## src/rtl/flash_guard_pkg.sv

```systemverilog
package flash_guard_pkg;

    typedef enum logic [2:0] {
        OP_IDLE  = 3'd0,
        OP_PROG  = 3'd1,
        OP_ERASE = 3'd2,
        OP_PVER  = 3'd3,
        OP_EVER  = 3'd4
    } op_state_e;

    typedef enum logic [1:0] {
        SEL_CTRL    = 2'd0,
        SEL_MASK_LO = 2'd1,
        SEL_MASK_HI = 2'd2,
        SEL_EMU     = 2'd3
    } reg_sel_e;

    typedef struct packed {
        logic ever;
        logic pver;
        logic erase;
        logic prog;
        logic wen;
    } ctrl_t;

    localparam int CTRL_W = 5;

endpackage

```

## src/rtl/fg_regs.sv

```systemverilog
module fg_regs
    import flash_guard_pkg::*;
#(
    parameter int BUS_W  = 8,
    parameter int MASK_W = 8
) (
    input  logic              clk,
    input  logic              rst_n,
    input  logic              cfg_we,
    input  logic [1:0]        cfg_sel,
    input  logic [BUS_W-1:0]  cfg_wdata,
    output logic [BUS_W-1:0]  cfg_rdata,
    output ctrl_t             ctrl,
    output ctrl_t             ctrl_new,
    output logic              ctrl_acc,
    output logic [MASK_W-1:0] mask_lo,
    output logic [MASK_W-1:0] mask_hi,
    output logic              ramemu
);

    reg_sel_e sel;
    logic     both_set;

    always_comb begin
        sel      = reg_sel_e'(cfg_sel);
        ctrl_new = ctrl_t'(cfg_wdata[CTRL_W-1:0]);
        both_set = ctrl_new.prog & ctrl_new.erase;
        ctrl_acc = cfg_we && (sel == SEL_CTRL) && !both_set;
    end

    always_ff @(posedge clk) begin
        if (!rst_n) begin
            ctrl    <= '0;
            mask_lo <= '0;
            mask_hi <= '0;
            ramemu  <= 1'b0;
        end else begin
            if (ctrl_acc) begin
                ctrl <= ctrl_new;
            end
            if (cfg_we && sel == SEL_MASK_LO) begin
                mask_lo <= cfg_wdata[MASK_W-1:0];
            end
            if (cfg_we && sel == SEL_MASK_HI) begin
                mask_hi <= cfg_wdata[MASK_W-1:0];
            end
            if (cfg_we && sel == SEL_EMU) begin
                ramemu <= cfg_wdata[0];
            end
        end
    end

    always_comb begin
        cfg_rdata = '0;
        unique case (sel)
            SEL_CTRL:    cfg_rdata[CTRL_W-1:0] = ctrl;
            SEL_MASK_LO: cfg_rdata[MASK_W-1:0] = mask_lo;
            SEL_MASK_HI: cfg_rdata[MASK_W-1:0] = mask_hi;
            SEL_EMU:     cfg_rdata[0]          = ramemu;
            default:     cfg_rdata             = '0;
        endcase
    end

endmodule

```

## src/rtl/fg_fsm.sv

```systemverilog
module fg_fsm
    import flash_guard_pkg::*;
(
    input  logic      clk,
    input  logic      rst_n,
    input  logic      ctrl_acc,
    input  ctrl_t     ctrl_new,
    input  logic      ramemu,
    input  logic      rd_evt,
    input  logic      exc_evt,
    input  logic      slp_evt,
    output op_state_e state,
    output logic      err
);

    op_state_e state_q, state_d;
    logic      err_q, err_d;
    logic      busy, fault, allow;

    function automatic op_state_e pick(input ctrl_t c, input logic ok);
        op_state_e r;
        if (c.prog && ok)       r = OP_PROG;
        else if (c.erase && ok) r = OP_ERASE;
        else if (c.pver)        r = OP_PVER;
        else if (c.ever)        r = OP_EVER;
        else                    r = OP_IDLE;
        return r;
    endfunction

    always_comb begin
        busy  = (state_q == OP_PROG) || (state_q == OP_ERASE);
        fault = busy && (rd_evt || exc_evt || slp_evt);
        allow = ctrl_new.wen && !ramemu && !err_q;
    end

    always_comb begin
        state_d = state_q;
        err_d   = err_q;
        unique case (state_q)
            OP_PROG, OP_ERASE: begin
                if (fault) begin
                    state_d = OP_IDLE;
                    err_d   = 1'b1;
                end else if (ctrl_acc) begin
                    state_d = pick(ctrl_new, allow);
                end
            end
            OP_IDLE, OP_PVER, OP_EVER: begin
                if (ctrl_acc) begin
                    state_d = pick(ctrl_new, allow);
                end
            end
            default: state_d = OP_IDLE;
        endcase
    end

    always_ff @(posedge clk) begin
        if (!rst_n) begin
            state_q <= OP_IDLE;
            err_q   <= 1'b0;
        end else begin
            state_q <= state_d;
            err_q   <= err_d;
        end
    end

    always_comb begin
        state = state_q;
        err   = err_q;
    end

endmodule

```

## src/rtl/fg_gate.sv

```systemverilog
module fg_gate
    import flash_guard_pkg::*;
#(
    parameter int NBLK  = 16,
    parameter int IDX_W = 4
) (
    input  op_state_e        state,
    input  logic             err,
    input  logic             wen,
    input  logic             ramemu,
    input  logic [NBLK-1:0]  mask_all,
    input  logic [IDX_W-1:0] prog_blk,
    output logic [NBLK-1:0]  prog_stb,
    output logic [NBLK-1:0]  erase_stb
);

    logic permit, do_prog, do_erase;

    always_comb begin
        permit   = wen && !ramemu && !err;
        do_prog  = permit && (state == OP_PROG);
        do_erase = permit && (state == OP_ERASE);
    end

    for (genvar b = 0; b < NBLK; b++) begin : g_blk
        localparam logic [IDX_W-1:0] BIDX = IDX_W'(b);
        assign prog_stb[b]  = do_prog && (prog_blk == BIDX);
        assign erase_stb[b] = do_erase && mask_all[b];
    end

endmodule

```

## src/rtl/flash_guard.sv

```systemverilog
module flash_guard
    import flash_guard_pkg::*;
#(
    parameter int BUS_W  = 8,
    parameter int MASK_W = 8,
    localparam int NBLK  = 2 * MASK_W,
    localparam int IDX_W = $clog2(NBLK)
) (
    input  logic             clk,
    input  logic             rst_n,
    input  logic             cfg_we,
    input  logic [1:0]       cfg_sel,
    input  logic [BUS_W-1:0] cfg_wdata,
    output logic [BUS_W-1:0] cfg_rdata,
    input  logic [IDX_W-1:0] prog_blk,
    input  logic             flash_rd_evt,
    input  logic             exc_evt,
    input  logic             sleep_evt,
    output logic [NBLK-1:0]  prog_stb,
    output logic [NBLK-1:0]  erase_stb,
    output logic [3:0]       status
);

    ctrl_t             ctrl, ctrl_new;
    logic              ctrl_acc;
    logic [MASK_W-1:0] mask_lo, mask_hi;
    logic [NBLK-1:0]   mask_all;
    logic              ramemu;
    op_state_e         state;
    logic              err;

    fg_regs #(.BUS_W(BUS_W), .MASK_W(MASK_W)) u_regs (
        .clk      (clk),
        .rst_n    (rst_n),
        .cfg_we   (cfg_we),
        .cfg_sel  (cfg_sel),
        .cfg_wdata(cfg_wdata),
        .cfg_rdata(cfg_rdata),
        .ctrl     (ctrl),
        .ctrl_new (ctrl_new),
        .ctrl_acc (ctrl_acc),
        .mask_lo  (mask_lo),
        .mask_hi  (mask_hi),
        .ramemu   (ramemu)
    );

    fg_fsm u_fsm (
        .clk     (clk),
        .rst_n   (rst_n),
        .ctrl_acc(ctrl_acc),
        .ctrl_new(ctrl_new),
        .ramemu  (ramemu),
        .rd_evt  (flash_rd_evt),
        .exc_evt (exc_evt),
        .slp_evt (sleep_evt),
        .state   (state),
        .err     (err)
    );

    assign mask_all = {mask_hi, mask_lo};

    fg_gate #(.NBLK(NBLK), .IDX_W(IDX_W)) u_gate (
        .state    (state),
        .err      (err),
        .wen      (ctrl.wen),
        .ramemu   (ramemu),
        .mask_all (mask_all),
        .prog_blk (prog_blk),
        .prog_stb (prog_stb),
        .erase_stb(erase_stb)
    );

    assign status = {err, state};

endmodule

```

## config.mk

```make
export PLATFORM = sky130hd
export DESIGN_NAME = flash_guard
export DESIGN_NICKNAME = d
export VERILOG_FILES = /design/src/rtl/flash_guard_pkg.sv /design/src/rtl/fg_regs.sv /design/src/rtl/fg_fsm.sv /design/src/rtl/fg_gate.sv /design/src/rtl/flash_guard.sv
export SDC_FILE = /design/constraint.sdc
export NUM_CORES = 1
export LEC_CHECK = 0
export ABC_AREA = 1
export CAP_MARGIN = 20
export CORE_MARGIN = 2
export CORE_UTILIZATION = 40
export DETAILED_ROUTE_END_ITERATION = 8
export GPL_ROUTABILITY_DRIVEN = 0
export HOLD_SLACK_MARGIN = 0.1
export PLACE_DENSITY = 0.73
export SETUP_SLACK_MARGIN = 0.02
export SLEW_MARGIN = 20
export SYNTH_ARGS = -nofsm -noshare
export SYNTH_HDL_FRONTEND = slang
export SYNTH_HIERARCHICAL = 1
export SYNTH_SLANG_ARGS = --single-unit
```

## constraint.sdc

```tcl
create_clock -name clk -period 3.6 [get_ports clk]
set_input_delay 0.72 -clock clk [delete_from_list [all_inputs] [get_ports clk]]
set_output_delay 0.72 -clock clk [all_outputs]
set_load 0.02 [all_outputs]
```

Word level (Yosys, flattened, before mapping)
Cells that the tools add are included.
{"block": "classes", "n_eq_ne": 22, "shifts": 0, "multipliers": 0, "reduce_logical": 58, "mux": 10, "add_sub_neg": 0, "bitwise_logic": 1, "div": 0, "n_lt_le_gt_ge": 0}
{"operator": "$logic_and 1x1->1", "n": 46}
{"operator": "$eq 4x4->1 const B", "n": 8}
{"operator": "$mux 3", "n": 6}
{"operator": "$eq 4x3->1 const B", "n": 4}
{"operator": "$pmux 3 s2", "n": 2}
{"operator": "$pmux 4 s3", "n": 1}
{"operator": "$eq 4x2->1 const B", "n": 2}
{"operator": "$eq 3x2->1 const B", "n": 2}
{"operator": "$eq 2x2->1 const B", "n": 2}
{"operator": "$eq 4x1->1 const B", "n": 1}
{"operator": "$logic_not 4->1", "n": 1}
{"operator": "$pmux 1 s4", "n": 1}
{"operator": "$eq 3x1->1 const B", "n": 1}
{"operator": "$eq 3x3->1 const B", "n": 1}
{"operator": "$logic_not 1->1", "n": 3}
{"operator": "$logic_not 3->1", "n": 1}
{"operator": "$logic_or 1x1->1", "n": 3}
{"operator": "$reduce_or 3->1", "n": 1}
{"operator": "$eq 2x1->1 const B", "n": 1}
{"operator": "$logic_not 2->1", "n": 1}
{"operator": "$reduce_and 2->1", "n": 1}
{"operator": "$reduce_or 2->1", "n": 1}
{"operator": "$and 1x1->1", "n": 1}
{"block": "totals", "in_bits": 20, "mem_bits_ro": 0, "latch_bits": 0, "memories": 0, "ramBits": 0, "reg_bits": 26}

Depth between registers and ports, before layout
{"block": "logic_depth", "ltp_word": 9, "mapped_depth": 8, "mapped_depth_nobuf": 8}

Cells and area by module
Netlist, hierarchy kept.
{"mod": "fg_regs", "area_per_inst_um2": 1116.1, "n_inst": 1, "cells_per_inst": 164}
{"mod": "fg_gate", "area_per_inst_um2": 429.2, "n_inst": 1, "cells_per_inst": 91}
{"mod": "fg_fsm", "area_per_inst_um2": 239.0, "n_inst": 1, "cells_per_inst": 40}
{"mod": "flash_guard", "area_per_inst_um2": 7.5, "n_inst": 1, "cells_per_inst": 1}

Least setup slack after synthesis
No wires, ideal clock.
{"block": "synth_path", "path_type": "input to output", "from": "in cfg_sel[1]", "to": "out cfg_rdata[5]", "slack_ns": 1.347, "t_arrival_ns": 1.533, "cell_stages": 5, "n_path_buf": 1, "path_cell_list": "inv_1 > ha_1 > buf_2 > nand2_1 > a21oi_1"}
{"block": "synth_between", "elab_chain_cells": 2}
{"item": "from (decl)", "line_no": "flash_guard.sv:12", "text": "input logic [1:0] cfg_sel,"}
{"item": "$eq 2x2->1 or $eq 2x1->1 (tied branches)", "line_no": "fg_regs.sv:55", "text": "unique case (sel)"}
{"item": "$pmux 3 s2 *", "line_no": "fg_regs.sv:55"}
{"item": "to (decl)", "line_no": "flash_guard.sv:14", "text": "output logic [BUS_W-1:0] cfg_rdata,"}
Every way passes the cells marked *; elsewhere a longest branch is shown, timed or not.

Worst setup path in the final report
{"block": "layout_path", "from": "in cfg_sel[1]", "to": "out cfg_rdata[1]"}
{"block": "layout_between", "elab_chain_cells": 2}
{"item": "$eq 2x2->1 (tied with other cells)", "line_no": "fg_regs.sv:55"}
{"item": "$pmux 4 s3 *", "line_no": "fg_regs.sv:55"}
Marked as above.

==> summary.txt <==
Pwr
  – PwrDens: approximately 250 nW/µm²
  – Static Leak: slightly below 1 nW
  – Design Power: 0.611 mW
  – Worst vdd ir: between 0.15 and 0.2 mV

Yosys
  – Synth warnings: 6
  – Compound-gate portion of the synthesized area: 0.0922
  – Cells after Synth: between 200 and 300
  – Post-synth top area cell: dfxtp_1
  – XOR/XNOR share of the synthesized area: 0
  – Largest family of logic cells by synthesized area: simple AND/OR/NAND/NOR gates
  – Top cells by instance count after synthesis: 69 x nor2_1, 60 x nand2_1, 45 x inv_1, 26 x dfxtp_1
  – Multiplexer share of the synthesized area: 0
  – Post-Synth Adder-Cell Area: 0.0349
  – Synth Area in Simple Gates: 0.426
  – Post-synth EDFFs: 0
  – Library cells used by synthesis: 20
  – Syn nets: 321
  – Area contributors post-synth: dfxtp_1 29%, nor2_1 14%, nand2_1 13%, inv_1 9.4%, nor2_2 6.6%
  – Synth Area per Inst: 6.05 µm²
  – Most frequent cell after synthesis: nor2_1
  – Synthesized area: about 1800 µm²
  – Seq/Total Area, Yosys: 0.291
  – Post-synth ARST share: 0
  – Area share of the largest cell type after synthesis: 0.291
  – Synthesis-stage register bit count: 26
  – Primary FF master, synth: dfxtp_1

Floorplan
  – Num rows: 24
  – Starting density of the core: 0.414
  – Die H: about 71 µm
  – Placeable Area: about 4300 µm²
  – Die area: about 5000 µm²
  – Die width: 70.9 µm
  – I/O Pins: 64

Clock tree
  – Sinks on Clock Net: 26
  – Clk_lat worst skew: 270 ps
  – Total CTS buffers: 3
  – CTS tree: yes
  – Register clock-pin slew on the reported worst setup and hold paths: 80 ps
  – Post-CTS setup buffer count: 0
  – CTS root buffer: clkbuf_8
  – Max Root-Sink Buffers: 2
  – Post-CTS Hold Buffers: 0
  – Depth of the CTS H-tree: 1
  – Resize count post-CTS: 0

Timing
  – Unrepaired setup endpoints after global routing: false
  – Normalized max-slew margin: 0.540
  – Final worst setup slack: 274 ps
  – Final Hold Viols: 0
  – Final period util: 0.924
  – Max-slew violations: 0
  – Final min period: 3330 ps
  – Fin Setup TNS: 0 ps
  – Least-Margin Pin Slew: about 700 ps
  – Final setup violation count: 0
  – Max Clock Freq: 301 MHz
  – Worst-case clock skew: 5.70 ps

Layout
  – Share of post-route cells with drive strength above 1: 0.100
  – Layout area overhead: 36.4%
  – Fin util: 0.565
  – Nets@finish: 377
  – Diode count: 0

Outcome
  – Status: finished, final reports clean

Routing
  – DRT antenna net count: 0
  – Via-per-instance ratio: about 4.6
  – Via count: roughly 1.9k
  – DRC errors left: 0
  – DR WL/cell: roughly 11 µm
  – Routed WL: 4410 µm
  – Router iterations before antenna repair: 4
  – Initial DRC count: ~130

Critical path
  – Critical path type: input port to output port
  – CP peak stage delay: between 500 and 600 ps
  – Crit-path cells: clkdlybuf4s50_1 -> inv_1 -> ha_1 -> nand2_1 -> nand3_1 -> nand2_1 -> inv_1 -> clkdlybuf4s50_1
  – Crit end category: output port
  – Worst Path Required: between 2000 and 3000 ps
  – Crit path DAT: roughly 2600 ps
  – Crit-path slowest cell: clkdlybuf4s50_1
  – Crit-path max FO: 9
  – Top delay family on crit path: buffers and inverters
  – Startpoint Class: input port
  – Buf/Inv on CP: 4

Global route
  – Vias in the first global route: 1562
  – Pin count of the biggest net entering global routing: 24
  – GR Overflow Total: 0
  – Initial antenna violation count: 0
  – Aggregate global-route resource usage: 0.176
  – Global-route wire length before repair: 7200 µm

Placed design
  – Post-detail-place hpwl: 3450 µm
  – Worst slack at placement: 293 ps
  – Port bufs: 63

Run
  – Max-cap violations: 0

Worst hold path
  – Min-delay worst type: register to register
[worst paths after layout]
check	cells past startpoint	slack, ps	startpoint	end
setup / recovery	8	270	cfg_sel[1]	cfg_rdata[1]
hold / removal	2	500	u_regs/ctrl[1]	u_regs/ctrl[1]
setup reg to reg	5	2620	u_fsm/err	u_fsm/state[1]
hold reg to reg	2	500	u_regs/ctrl[1]	u_regs/ctrl[1]
[metal layers]
metal  part of all wire  GRT usage  routed length (µm)
met1               0.46      0.242                2010
met2               0.47      0.291                2090
met3              0.058     0.0228                 254
met4              0.014     0.0482                  62
met5                  0          0                   0
[state kept, by name (all words and copies together), names as in the netlist]
signal	cells
u_regs/mask_hi	8
u_regs/mask_lo	8
u_fsm/err	1
u_fsm/state	3
u_regs/ctrl	5
u_regs/ramemu	1
[cell families (layout without fill, tap and decap cells)]
family | after synthesis | count (layout)
buf+inv | 61 | 115
fa+ha+maj | 5 | 5
simple gates | 171 | 171
flops | 26 | 26
compound gates | 33 | 33
[worst reg2reg max path: stages, from the launching register on]
cell and delay [ps]:
dfxtp_1 430, nor2_2 70, nand3_1 110, nand2_1 70, a21oi_1 150, nor2_1 60
[metrics by stage]
| step | instance area, µm² | instances | hold slack, ps |
|---|---|---|---|
| floorplan | 1790 | 296 | 440 |
| global placement | 2400 | 399 | 456 |
| detailed placement | 2400 | 399 | 476 |
| CTS | 2440 | 402 | 497 |
| global route | 2440 | 402 | 538 |
| finish | 2440 | 402 | 501 |
[area by class of cell]
| type | count | area (µm²) |
|---|---|---|
| fillers | 436 | 1880 |
| flip-flops and latches | 26 | 520 |
| well taps | 52 | 65.1 |
| multi-input cells | 209 | 991 |
| repair buffers | 63 | 631 |
| inverters | 49 | 195 |
| clock buffers | 3 | 41.3 |
[cells in the final DEF (no fill, tap or decap)]
master and n:
a21oi_1 14, clkbuf_8 3, clkdlybuf4s50_1 63, clkinv_2 1
clkinv_4 2, dfxtp_1 26, ha_1 5, inv_1 45
inv_2 1, nand2_1 60, nand2_2 2, nand2_4 3
nand3_1 14, nand3_2 1, nor2_1 69, nor2_2 19
nor2_4 3, o21ai_0 19
[report_power, final]
part / switching, mW / internal (mW) / total, mW
Clock: 0.0875 / 0.0749 / 0.162
Combinational: 0.0777 / 0.0559 / 0.134
Sequential: 0.0129 / 0.302 / 0.315
No activity file was read; power rests on OpenSTA's default activity.
